## config.mk

```make
export PLATFORM = sky130hd
export DESIGN_NAME = ir_dual_modem
export DESIGN_NICKNAME = d
export VERILOG_FILES = /design/src/rtl/ir_dual_modem.sv
export SDC_FILE = /design/constraint.sdc
export NUM_CORES = 1
export LEC_CHECK = 0
export ABC_AREA = 1
export BUFFER_PORTS_ARGS = -buffer_cell sky130_fd_sc_hd__buf_2
export CAP_MARGIN = 20
export CORE_MARGIN = 2
export CORE_UTILIZATION = 40
export DETAILED_ROUTE_END_ITERATION = 10
export GPL_ROUTABILITY_DRIVEN = 1
export MAX_ROUTING_LAYER = met4
export PLACE_DENSITY = 0.53
export SLEW_MARGIN = 10
export SYNTH_ARGS = -nofsm -noshare
export SYNTH_HDL_FRONTEND = slang
export SYNTH_SLANG_ARGS = --single-unit
```

## constraint.sdc

```tcl
create_clock -name clk -period 1.5 [get_ports clk]
set_clock_uncertainty 0.1 [all_clocks]
set_input_delay 0.225 -clock clk [delete_from_list [all_inputs] [get_ports clk]]
set_output_delay 0.225 -clock clk [all_outputs]
set_load 0.1 [all_outputs]
```

## src/rtl/ir_dual_modem.sv

```systemverilog
module ir_dual_modem #(
  parameter int CLK_HZ          = 50_000_000,
  parameter int CARRIER_HZ      = 500_000,
  parameter int OVERSAMPLE      = 16,
  parameter int PULSE_TICKS     = 3,
  parameter int ASK_WIN_PERIODS = 2
) (
  input  logic clk,
  input  logic rst_n,
  input  logic enable,
  input  logic ask_sel,
  input  logic baud16_tick,
  input  logic uart_txd,
  input  logic ir_rx_in,
  output logic ir_tx_out,
  output logic uart_rxd
);

  localparam int HALF = CLK_HZ / (2 * CARRIER_HZ);
  localparam int WIN  = ASK_WIN_PERIODS * 2 * HALF;
  localparam int HOLD = OVERSAMPLE + 1;
  localparam int PW   = $clog2(OVERSAMPLE);
  localparam int CW   = $clog2(HALF + 1);
  localparam int WW   = $clog2(WIN + 1);
  localparam int HW   = $clog2(HOLD + 1);

  logic          tx_bit;
  logic [PW-1:0] tx_phase;
  logic [CW-1:0] car_cnt;
  logic          car;
  logic          bit_start;
  logic [2:0]    sync;
  logic          i_low, a_low;
  logic [HW-1:0] i_cnt;
  logic [WW-1:0] a_cnt;

  assign bit_start = baud16_tick &&
                     (uart_txd != tx_bit || tx_phase == PW'(OVERSAMPLE - 1));

  always_ff @(posedge clk or negedge rst_n) begin
    if (!rst_n) begin
      tx_bit   <= 1'b1;
      tx_phase <= '0;
    end else if (bit_start) begin
      tx_bit   <= uart_txd;
      tx_phase <= '0;
    end else if (baud16_tick) begin
      tx_phase <= tx_phase + 1'b1;
    end
  end

  always_ff @(posedge clk or negedge rst_n) begin
    if (!rst_n) begin
      car_cnt <= '0;
      car     <= 1'b0;
    end else if (bit_start && !uart_txd) begin
      car_cnt <= '0;
      car     <= 1'b1;
    end else if (car_cnt == CW'(HALF - 1)) begin
      car_cnt <= '0;
      car     <= ~car;
    end else begin
      car_cnt <= car_cnt + 1'b1;
    end
  end

  assign ir_tx_out = enable && !tx_bit &&
                     (ask_sel ? car : (tx_phase < PW'(PULSE_TICKS)));

  always_ff @(posedge clk or negedge rst_n) begin
    if (!rst_n) sync <= '0;
    else        sync <= {sync[1:0], ir_rx_in};
  end

  always_ff @(posedge clk or negedge rst_n) begin
    if (!rst_n) begin
      i_low <= 1'b0;
      i_cnt <= '0;
    end else if (!enable) begin
      i_low <= 1'b0;
      i_cnt <= '0;
    end else if (sync[1] && !sync[2]) begin
      i_low <= 1'b1;
      i_cnt <= '0;
    end else if (i_low && baud16_tick) begin
      if (i_cnt == HW'(HOLD - 1)) begin
        i_low <= 1'b0;
        i_cnt <= '0;
      end else begin
        i_cnt <= i_cnt + 1'b1;
      end
    end
  end

  always_ff @(posedge clk or negedge rst_n) begin
    if (!rst_n) begin
      a_low <= 1'b0;
      a_cnt <= '0;
    end else if (!enable) begin
      a_low <= 1'b0;
      a_cnt <= '0;
    end else if (sync[1] != sync[2]) begin
      a_low <= 1'b1;
      a_cnt <= '0;
    end else if (a_low) begin
      if (a_cnt == WW'(WIN - 1)) begin
        a_low <= 1'b0;
        a_cnt <= '0;
      end else begin
        a_cnt <= a_cnt + 1'b1;
      end
    end
  end

  assign uart_rxd = ~(ask_sel ? a_low : i_low);

  p_phase_restart_r6: assert property (@(posedge clk) disable iff (!rst_n)
    (baud16_tick && uart_txd != tx_bit) |=> (tx_phase == '0 && tx_bit == $past(uart_txd)));

  p_pulse_at_start_r2: assert property (@(posedge clk) disable iff (!rst_n)
    ($rose(ir_tx_out) && !ask_sel && !$past(ask_sel) && $past(enable)) |-> tx_phase == '0);

  p_carrier_hold_r4: assert property (@(posedge clk) disable iff (!rst_n)
    (car_cnt != '0) |-> $stable(car));

  p_rx_idle_off_r10: assert property (@(posedge clk) disable iff (!rst_n)
    !$past(enable) |-> uart_rxd);

  p_pulse_release_r7: assert property (@(posedge clk) disable iff (!rst_n)
    ($fell(i_low) && $past(enable)) |-> ($past(i_cnt) == HW'(HOLD - 1) && $past(baud16_tick)));

  p_carrier_release_r8: assert property (@(posedge clk) disable iff (!rst_n)
    ($fell(a_low) && $past(enable)) |-> $past(a_cnt) == WW'(WIN - 1));

endmodule

```

==> results.md <==
- STA classifies the critical path startpoint as a flop.
- Derived from the worst setup path, the maximum achievable clock frequency is 0.594 GHz.
- VDD sags by at most 0.573 mV.
- The die is 67.1 um wide.
- Of the total power, registers draw 0.437.
- In this run the worst path has a maximum fanout of 3.
- The cell area after synthesis is roughly 0.0016 mm^2.
- The fraction of layout cells with a size suffix above 1 is 0.193.
- The die is around 67 um tall.
- Of the total power, the clock network draws 0.274.
- The count of clock tree sinks is 30.
- The root buffer cell is sky130_fd_sc_hd__clkbuf_8.
- The total leakage power is 0.936 nW.
- The longest clock path from root to sink contains 2 buffers.
- The instance count of the mapped netlist is 192.
- The critical path is of the reg -> out type.
- The die covers between 0.004 and 0.005 mm^2.
- The final hold violation count is 0.
- After layout, the minimum clock period comes to 1680 ps.
- The clock edge transition at the registers on the reported setup and hold paths is about 60 ps.
- The synthesized net count is 206.
- The depth of the most critical reg-to-reg path is 6.
- At the worst endpoint, the arrival time is 1360 ps.
- The number of global-route vias before repair is 1316.
- After detailed placement, the total cell area comes to 0.00176 mm^2.
- The count of H-tree levels built during CTS is 2.
- Across the run, the number of max-cap violations was 0.
- The global-route usage over all layers is 0.162.
- After detailed routing, the wire length on met1 is 1420 um.
- The global-route congestion overflow total is 0.
- In the layout the commonest cells are sky130_fd_sc_hd__nand2_1 (35), sky130_fd_sc_hd__inv_1 (30), sky130_fd_sc_hd__dfrtp_1 (29).
- The net switching power figure is just over 0.0008 W.
- The initial antenna violation count is 0.
- After detailed routing, the number of vias per cell comes to 4.95.
- From synthesis to final layout, the design area changed by 19.6%.
- Setup repair after global routing could not meet its margin everywhere.
- In this run the worst hold path is classified as in -> reg.
- The final route contains 1286 vias.
- The placeable core area is 0.00374 mm^2.
- The wire length per cell is 11.3 um.
- The number of clock buffers added by TritonCTS is 5.
- Setup violations remaining at the end of the flow were counted as 1.
- The I/O pin count is 9.
- The half-perimeter wire length after detailed placement is 2110 um.
- The number of slew-limit violations in the final report is 0.
- The endpoint type of the worst setup path is a primary output.
- For this design the ratio of total power to cell area is ~1300 mW/mm^2.
- In this run, the number of DRC markers left after iteration 0 of detailed routing was 69.
- The average instance in the mapped netlist occupies about 8.3 um^2.
- The final standard cell area without fillers is ~0.0019 mm^2.
- The total wirelength of the detailed-routed design is 2940 um.
- In the detailed route, the total length drawn on met2 is 1330 um.
- The congestion estimate from routability-driven global placement came to 0.810.
- The number of warnings printed during yosys synthesis is 0.
- The highest layer touched by signal routing is met4.
- The first global-routing pass estimated 5290 um of wire.
- For this run, the register share of the synthesized area comes to 0.472.
- For this configuration, the core starts out at a cell density of 0.426.
- Once routing completed, OpenROAD measured the worst setup slack at -184 ps.
- The number of cells on the worst hold path is 3.
- The most common cell after layout, fill and taps aside is sky130_fd_sc_hd__nand2_1.
- TritonCTS built the clock tree.
- The checks that failed: setup timing.
- After floorplanning, the core was divided into 22 placement rows.
- Entering global routing, the biggest net connects 18 pins.
- For the worst setup path, the data required time is approximately 1200 ps.
- Cell internal power was estimated by the tool at between 0.0015 and 0.002 W.
- The remaining number of nets flagged by the antenna check after routing is 0.
- The net count reported at finish is 225.
- The number of register bits inferred by synthesis is 30.
- The count of buffers from port buffering is 8.
- The relative max-transition margin is 0.770.
- Yosys mapped the design onto 28 distinct sky130hd cell types.
- The flow ran to the end, but the final reports show violations.
- The first TritonRoute pass finished after 4 iterations.
- In the finished design, the share of the clock period the worst path needs comes to 1.12.
- The combinational share of power is 0.289.
- The routed wire length on met3 is 114 um.
- The proportion of total power due to net switching is 0.334.
- 0 antenna diodes ended up in the layout.
- The remaining routing DRC violations is 0.
- The latest clock arrival within the worst-skew pair is 280 ps.
- The setup slack at placement is 18.9 ps.
- The transition time at the pin with the least slew margin is between 300 and 400 ps.
- The total negative slack for setup checks is -184 ps.
==> repair_timing <==
| item | CTS | global route |
|---|---|---|
| endpoints found under the setup margin | 1 | 15 |
| setup buffers | 0 | 1 |
| cloned | 0 | 0 |
| pin swaps | 0 | 0 |
| gates resized for setup | 2 | 6 |
| hold endpoints to repair | 14 | 0 |
| hold buffers | 2 | 0 |
==> power by group through the flow <==
stage               registers (W)  clock network [W]  logic (W)
CTS                       0.00108           0.000693   0.000701
global placement          0.00108                  0   0.000663
floorplan                 0.00106                  0   0.000504
finish                    0.00107           0.000674   0.000711
global route              0.00110           0.000730   0.000812
detailed placement        0.00109                  0   0.000682
==> per-stage QoR <==
stage / std cells / hold WS [ps] / total power (W) / util
6_report: 260 / 123 / 0.00246 / 0.509
5_1_grt: 260 / 150 / 0.00264 / 0.509
4_1_cts: 259 / 121 / 0.00247 / 0.501
3_5_place_dp: 249 / 49.9 / 0.00177 / 0.469
3_3_place_gp: 249 / 45.8 / 0.00174 / 0.469
2_1_floorplan: 192 / -171 / 0.00157 / -
==> worst max-delay path, cell delays in order, from the launching register on <==
cell                      delay [ps]
sky130_fd_sc_hd__dfrtp_1         390
sky130_fd_sc_hd__ha_2            210
sky130_fd_sc_hd__nor3_2          130
sky130_fd_sc_hd__o211a_4         180
sky130_fd_sc_hd__buf_12          160
==> metal layers <==
metal,vias up,track usage
li1,652,-
met1,600,0.187
met2,25,0.259
met3,9,0.0405
met4,0,0.0867
met5,-,-
==> sequential cells by signal, indices dropped and copies added (netlist names) <==
signal,cells
car_cnt,6
a_low,1
a_cnt,8
i_low,1
tx_phase,4
sync,3
car,1
tx_bit,1
i_cnt,5
==> cell type report <==
| type | instances | area, um^2 |
|---|---|---|
| clock buffer | 7 | 86.3 |
| clock inverter | 1 | 5.00 |
| fill | 364 | 1840 |
| inverter | 32 | 120 |
| multi-input combinational | 128 | 751 |
| sequential | 30 | 752 |
| tap | 48 | 60.1 |
| timing repair buffer | 14 | 133 |
==> worst paths after layout <==
| kind | startpoint | end | slack, ps |
|---|---|---|---|
| worst max-delay path | tx_phase[0] | ir_tx_out | -180 |
| worst min-delay path | uart_txd | tx_bit | 120 |
| worst max register to register | tx_phase[0] | car_cnt[3] | 120 |
| worst min register to register | sync[0] | sync[1] | 250 |
| max in group asynchronous | rst_n | tx_bit | 540 |
| min in group asynchronous | rst_n | tx_phase[3] | 270 |
==> cell usage after synthesis <==
master,instances,area [um^2]
sky130_fd_sc_hd__nor2_1,21,78.8
sky130_fd_sc_hd__nor3_1,2,10.0
sky130_fd_sc_hd__buf_4,2,15.0
sky130_fd_sc_hd__nor3b_1,1,7.51
sky130_fd_sc_hd__nand2_2,3,18.8
sky130_fd_sc_hd__o21ai_1,1,5.00
sky130_fd_sc_hd__nor2_2,4,25.0
sky130_fd_sc_hd__nand2_1,36,135
sky130_fd_sc_hd__nor3_2,1,10.0
sky130_fd_sc_hd__xnor2_1,2,17.5
sky130_fd_sc_hd__xor2_1,4,35.0
sky130_fd_sc_hd__mux2i_1,1,10.0
sky130_fd_sc_hd__a21boi_1,1,7.51
sky130_fd_sc_hd__inv_2,1,3.75
sky130_fd_sc_hd__o211a_1,1,10.0
sky130_fd_sc_hd__o21ai_0,6,30.0
sky130_fd_sc_hd__o22ai_1,1,6.26
sky130_fd_sc_hd__inv_1,31,116
sky130_fd_sc_hd__ha_1,7,87.6
sky130_fd_sc_hd__nand3_4,1,17.5
sky130_fd_sc_hd__dfstp_2,1,26.3
sky130_fd_sc_hd__dfrtp_1,29,726
sky130_fd_sc_hd__nand4_1,9,56.3
sky130_fd_sc_hd__or2_1,1,6.26
sky130_fd_sc_hd__a21oi_1,5,25.0
sky130_fd_sc_hd__o21bai_1,1,7.51
sky130_fd_sc_hd__nand3_1,18,90.1
sky130_fd_sc_hd__nand3_2,1,10.0
==> kinds of logic after synthesis <==
group	count (synthesis)	synth area share
AO/OA/AOI/OAI	16	0.0573
XOR/XNOR	6	0.0330
adder cells (fa/ha/maj)	7	0.0549
buffers and inverters	34	0.0848
flip-flops	30	0.472
multiplexers	1	0.00628
AND/OR/NAND/NOR	98	0.292
No activity file was read; power rests on OpenSTA's default activity.
